===== config.mk =====
export PLATFORM = sky130hd
export DESIGN_NAME = rl_mag_cmp
export DESIGN_NICKNAME = d
export VERILOG_FILES = /design/src/rtl/rl_cmp_pkg.sv /design/src/rtl/rl_cmp_dirvec.sv /design/src/rtl/rl_cmp_runmask.sv /design/src/rtl/rl_cmp_decide.sv /design/src/rtl/rl_mag_cmp.sv
export SDC_FILE = /design/constraint.sdc
export NUM_CORES = 1
export LEC_CHECK = 0
export BUFFER_PORTS_ARGS = -buffer_cell sky130_fd_sc_hd__buf_2
export CORE_UTILIZATION = 41
export DETAILED_ROUTE_END_ITERATION = 10
export PLACE_DENSITY = 0.75
export SLEW_MARGIN = 5
export SYNTH_ARGS = -nofsm -noshare
export SYNTH_HDL_FRONTEND = slang
export SYNTH_SLANG_ARGS = --single-unit

===== constraint.sdc =====
create_clock -name vclk -period 2.84
set_input_delay 0.568 -clock vclk [all_inputs]
set_output_delay 0.568 -clock vclk [all_outputs]
set_load 0.01 [all_outputs]

===== src/rtl/rl_cmp_pkg.sv =====
// Package rl_cmp_pkg
// Shared types for the run-length magnitude comparator.
// Assumes nothing beyond IEEE 1800-2017 packed structs.
package rl_cmp_pkg;

    // Result of one comparison; exactly one member is expected high.
    typedef struct packed {
        logic gt;
        logic lt;
        logic eq;
    } cmp_flags_t;

endpackage


===== src/rtl/rl_cmp_dirvec.sv =====
// Module rl_cmp_dirvec
// Forms the two direction vectors: bit i of wins_a is set when a holds a 1
// at position i and b holds a 0; wins_b is the mirror case.
// Assumes equal-width unsigned operands.
module rl_cmp_dirvec #(
    parameter int W = 16
) (
    input  logic [W-1:0] a,
    input  logic [W-1:0] b,
    output logic [W-1:0] wins_a,
    output logic [W-1:0] wins_b
);

    // Per-bit ownership of a lone 1.
    always_comb begin
        wins_a = a & ~b;
        wins_b = ~a & b;
    end

endmodule


===== src/rtl/rl_cmp_runmask.sv =====
// Module rl_cmp_runmask
// Turns a vector into a mask with ones strictly above its top set bit and
// zeros at and below it; an all-zero vector gives an all-ones mask.
// Implemented as a log2(W)-level parallel suffix-OR (bit i ORs all bits >= i),
// then inverted. Assumes W >= 1.
module rl_cmp_runmask #(
    parameter int W = 16
) (
    input  logic [W-1:0] vec,
    output logic [W-1:0] mask
);

    localparam int LEVELS = (W > 1) ? $clog2(W) : 0;

    logic [W-1:0] lvl [0:LEVELS];

    // Level zero is the raw vector.
    always_comb lvl[0] = vec;

    genvar s, i;
    generate
        for (s = 0; s < LEVELS; s++) begin : g_level
            localparam int SPAN = 1 << s;
            for (i = 0; i < W; i++) begin : g_bit
                if (i + SPAN < W) begin : g_merge
                    // Fold in the partial OR from SPAN positions higher.
                    always_comb lvl[s+1][i] = lvl[s][i] | lvl[s][i+SPAN];
                end else begin : g_pass
                    // Nothing higher to fold at this span.
                    always_comb lvl[s+1][i] = lvl[s][i];
                end
            end
        end
    endgenerate

    // A position is in the run when no set bit lies at or above it.
    always_comb mask = ~lvl[LEVELS];

endmodule


===== src/rtl/rl_cmp_decide.sv =====
// Module rl_cmp_decide
// Cross-compares the two run masks and reduces to the three flags.
// The larger operand owns the shorter run of ones, so (~mask_a & mask_b)
// is nonzero for a > b and (mask_a & ~mask_b) is nonzero for a < b.
// Assumes masks are prefix runs of ones from the MSB down.
module rl_cmp_decide
    import rl_cmp_pkg::*;
#(
    parameter int W = 16
) (
    input  logic [W-1:0] mask_a,
    input  logic [W-1:0] mask_b,
    output cmp_flags_t   flags
);

    logic [W-1:0] cross_gt;
    logic [W-1:0] cross_lt;

    // Cross terms between the masks.
    always_comb begin
        cross_gt = ~mask_a & mask_b;
        cross_lt = mask_a & ~mask_b;
    end

    // OR reductions and equality when both sides are empty.
    always_comb begin
        flags.gt = |cross_gt;
        flags.lt = |cross_lt;
        flags.eq = ~(flags.gt | flags.lt);
    end

endmodule


===== src/rtl/rl_mag_cmp.sv =====
// Module rl_mag_cmp
// Combinational unsigned magnitude comparator built from direction vectors,
// run masks and a cross-term reduction. No clock, no reset; flags follow the
// operands directly. Assumes W >= 1.
module rl_mag_cmp
    import rl_cmp_pkg::*;
#(
    parameter int W = 16
) (
    input  logic [W-1:0] a,
    input  logic [W-1:0] b,
    output logic         gt,
    output logic         lt,
    output logic         eq
);

    logic [W-1:0] wins_a;
    logic [W-1:0] wins_b;
    logic [W-1:0] mask_a;
    logic [W-1:0] mask_b;
    cmp_flags_t   flags;

    rl_cmp_dirvec #(.W(W)) u_dirvec (
        .a      (a),
        .b      (b),
        .wins_a (wins_a),
        .wins_b (wins_b)
    );

    rl_cmp_runmask #(.W(W)) u_mask_a (
        .vec  (wins_a),
        .mask (mask_a)
    );

    rl_cmp_runmask #(.W(W)) u_mask_b (
        .vec  (wins_b),
        .mask (mask_b)
    );

    rl_cmp_decide #(.W(W)) u_decide (
        .mask_a (mask_a),
        .mask_b (mask_b),
        .flags  (flags)
    );

    // Drive the ports from the flag struct.
    always_comb begin
        gt = flags.gt;
        lt = flags.lt;
        eq = flags.eq;
    end

endmodule


# == Word-level counts from Yosys, hierarchy flattened ==
# Cells that the tools add are included.
# op_classes
n_bitwise,110
reduce_logical,2
# op_table
operator,count
1-bit OR,99
16-bit NOT,6
16-bit bitwise AND,4
16-bit OR reduction,2
1-bit NOT,1
# word_totals
ff_bits,0
inputBits,32
wordCells,112

# == Depth between registers and ports, before layout ==
# depth
word_depth,12
depth_mapped,6
mapped_depth_nobuf,6

# == By module ==
# Synthesis repeated with hierarchy kept, for this count alone.
# hier_totals
hier_cells,116
area_unflattened_um2,1027.2
# by_module_without_submodules
module,n_inst,cells_per_inst,area_per_inst_um2
rl_cmp_decide,1,40,426.7
rl_cmp_runmask,2,22,160.2
rl_cmp_dirvec,1,32,280.3

# == Worst setup path after synthesis ==
# Ideal clock, no wire load.
# synth_timing
path_type,in2out
startpoint,in a[13]
endpoint,out eq
arrival_time_ns,2.137
slack_ns,0.135
cell_stages,6
path_cell_list,nor2b_1 nor3b_4 nand2_1 o41ai_1 o2111ai_1 nor4bb_1
# synth_between
word_cells_on_any_way,53
# synth_lines
element,line_no,source
"start, declared",rl_mag_cmp.sv:10,"input logic [W-1:0] a,"
16-bit bitwise AND or 16-bit NOT (tied branches),"rl_cmp_dirvec.sv:16, rl_cmp_dirvec.sv:17",
1-bit OR or 16-bit bitwise AND (tied branches),"rl_cmp_runmask.sv:27, rl_cmp_dirvec.sv:17",
1-bit OR (3 in series),rl_cmp_runmask.sv:27,always_comb lvl[s+1][i] = lvl[s][i] | lvl[s][i+SPAN];
16-bit NOT or 1-bit OR (tied branches),"rl_cmp_runmask.sv:37, rl_cmp_runmask.sv:27",
16-bit NOT (on tied branches),"rl_cmp_decide.sv:21, rl_cmp_runmask.sv:37",
16-bit bitwise AND *,rl_cmp_decide.sv:21,cross_gt = ~mask_a & mask_b;
16-bit OR reduction *,rl_cmp_decide.sv:27,flags.gt = |cross_gt;
via gt,rl_mag_cmp.sv:12,"output logic gt,"
1-bit OR *,rl_cmp_decide.sv:29,flags.eq = ~(flags.gt | flags.lt);
1-bit NOT *,rl_cmp_decide.sv:29,
"end, declared",rl_mag_cmp.sv:14,output logic eq
# Mark *: on every way through the listed nets, which the timed path passes. The rest lies on a longest branch.

# == Worst setup path after layout ==
# layout_timing
startpoint,in a[9]
endpoint,out eq
# layout_between
elab_chain_len,12
word_cells_on_any_way,57
# layout_lines
element,line_no,source
16-bit NOT,rl_cmp_dirvec.sv:17,wins_b = ~a & b;
16-bit bitwise AND,rl_cmp_dirvec.sv:17,
1-bit OR (4 in series),rl_cmp_runmask.sv:27,
16-bit NOT,rl_cmp_runmask.sv:37,always_comb mask = ~lvl[LEVELS];
16-bit NOT,rl_cmp_decide.sv:22,cross_lt = mask_a & ~mask_b;
16-bit bitwise AND,rl_cmp_decide.sv:22,
16-bit OR reduction,rl_cmp_decide.sv:28,flags.lt = |cross_lt;
1-bit OR *,rl_cmp_decide.sv:29,
1-bit NOT *,rl_cmp_decide.sv:29,
# Mark *: on every way between the ends. The rest lies on a longest branch, timed or not.

==> results.sh <==
export IMPL_status="complete, but fails checks"
export IMPL_violations="negative setup slack"
export IMPL_drt_wl_total_mm=1.92
export IMPL_area_growth_pct=58.1
export IMPL_syn_area_per_cell_um2=6.87
export IMPL_multi_input_area_um2=642
export IMPL_yosys_top_cells_area="nor2b_1 (10%), nand2b_1 (8.2%), inv_1 (6.1%), maj3_1 (4.9%), o211ai_1 (4.9%)"
export IMPL_synth_top_area_frac=0.102
export IMPL_synth_cell_types=36
export IMPL_finalCritPeriodShare=1.01
export IMPL_crit_required_ns=2.27
export IMPL_max_clock_freq_ghz=0.350
export IMPL_crit_top_cell="buf_2"
export IMPL_final_area_um2=967
export IMPL_hold_viol=0
export IMPL_drv_slew=0
export IMPL_antenna_found_initial=0
export IMPL_crit_path_top_delay_cell="a2111oi_4"
export IMPL_n_antenna_cell=0
export IMPL_avgRoutedWirePerCell_um=12.7
export IMPL_worstPathArrival_ns=2.29
export IMPL_num_fill_cells=114
export IMPL_start_kind="input pin"
export IMPL_portBuffers=35
export IMPL_die_h_um=40.6
export IMPL_hp_class="in -> out"
export IMPL_design_seq_count=0
export IMPL_synth_top_area_cell="nor2b_1"
export IMPL_final_cell_mix="buf_2 (35), buf_4 (11), inv_1 (10), nand2b_1 (8), nor2b_1 (8)"
export IMPL_cp_end_kind="output port"
export IMPL_postCtsHoldBufs=0
export IMPL_track_usage=0.231
export IMPL_postPlaceCellArea_um2=873
export IMPL_yosys_warnings=0
export IMPL_gp_congestion=0.855
export IMPL_hold_worst_slack_ns=1.59
export IMPL_critPathBufInv=3
export IMPL_drive_gt1_frac=0.507
export IMPL_nClkBuffers=0
export IMPL_drt_iter0_drc=30
export IMPL_chipWidth_um=40.6
export IMPL_overflow=0
export IMPL_syn_instance_count=89
export IMPL_final_cells=151
export IMPL_ant_nets=0
export IMPL_start_util=0.453
export IMPL_crit_family="simple AND/OR/NAND/NOR gates"
export IMPL_drc=0
export IMPL_worstSetupPathType="in -> out"
export IMPL_vias=844
export IMPL_synth_cell_area_um2=612
export IMPL_ios=35
export IMPL_peakVddDrop_uv=111
export IMPL_grt_pass1_wl_mm=2.68
export IMPL_fin_nets=170
export IMPL_grt_pass1_vias=668
export IMPL_place_inst=148
export IMPL_seq_area_frac_synth=0
export IMPL_cp_max_fo=3
export IMPL_cp_cell_sequence="buf_2 -> nor2b_1 -> a2111oi_4 -> buf_4 -> nand3_2 -> nor4_2 -> o2111ai_2 -> nor4bb_2 -> buf_2"
export IMPL_crit_path_max_incr_delay_ns=0.31
export IMPL_seqCellArea_um2=0
export IMPL_dieArea_um2=1650
export IMPL_rsz0062_at_grt="yes"
export IMPL_dp_hpwl_mm=1.55
export IMPL_max_slew_margin=0.700
export IMPL_placementRows=13
export IMPL_synth_nets=121
export IMPL_powerDensity_nw_per_um2=165
export IMPL_fin_ws_ns=-0.0144
export IMPL_finalCriticalPeriod_ns=2.85
export IMPL_first_pass_iters=4
export IMPL_mostFrequentLayoutCell="buf_2"
export IMPL_finalSetupViolations=1
export IMPL_grt_max_degree=6
export IMPL_worst_pin_slew_ns=0.447
export IMPL_core_um2=1350
export IMPL_dp_slack_ns=-0.000270
export IMPL_maxCapViolCount=0
export IMPL_viasPerCell=5.59
export IMPL_p_leak_nw=0.448
## per-stage QoR
step / util / power [mW] / setup TNS (ns)
detailed placement: 0.647 / 0.136 / -0.000270
floorplan: - / 0.0771 / 0
CTS: 0.665 / 0.141 / 0
global placement: 0.647 / 0.133 / 0
finish: 0.716 / 0.159 / -0.0144
global route: 0.716 / 0.172 / -0.117
## worst paths after layout
kind / start / endpoint / cells past startpoint
worst max-delay path: a[9] / eq / 9
worst min-delay path: b[0] / lt / 6
## what timing repair did
item | 4_1_cts | 5_1_grt
pin swaps | 5 | 7
buffers inserted | 1 | 2
resized for setup | 4 | 11
endpoints found under the setup margin | 1 | 1
## layout make-up
class	count	area share
Inverter	10	0.0388
Multi-Input combinational cell	79	0.664
Timing Repair Buffer	47	0.278
Tap cell	15	0.0194
## tightest hold or removal path, stage by stage
cell and delay, ns:
buf_2 0.09, nand2_1 0.04, nand3_1 0.07, nand2_1 0.06
nand3b_1 0.07, buf_2 0.12
## cells in the mapped netlist, drive strengths merged, types with 2 or more instances
cell type  number
inv            10
o211ai          4
nand2           6
nand2b         11
nor4bb          2
o21ai           5
nor4            4
nor3            2
a2bb2oi         2
nor2b          11
nor2            3
nand3           5
a21oi           2
o2111ai         2
maj3            3
## logic make-up (layout without fill, tap and decap cells)
family                     after synthesis  in the layout  share of synthesized area
adders and majority gates                3              3                     0.0491
and+or+nand+nor                         50             50                      0.534
buffers and inverters                   10             57                     0.0614
AOI/OAI and AO/OA                       26             26                      0.356
## routing by layer
metal  vias up  global-route usage  wire, um
met3         0                   0       103
met5         -                   0         0
li1        429                   -         -
met2        36               0.464       968
met4         0                   0         0
met1       379               0.285       845
## power breakdown
group          total [mW]  internal, mW  switching (mW)
Sequential              0             0               0
Clock                   0             0               0
Combinational       0.159        0.0815          0.0780
Note: power is estimated with default switching activity, not from simulation.
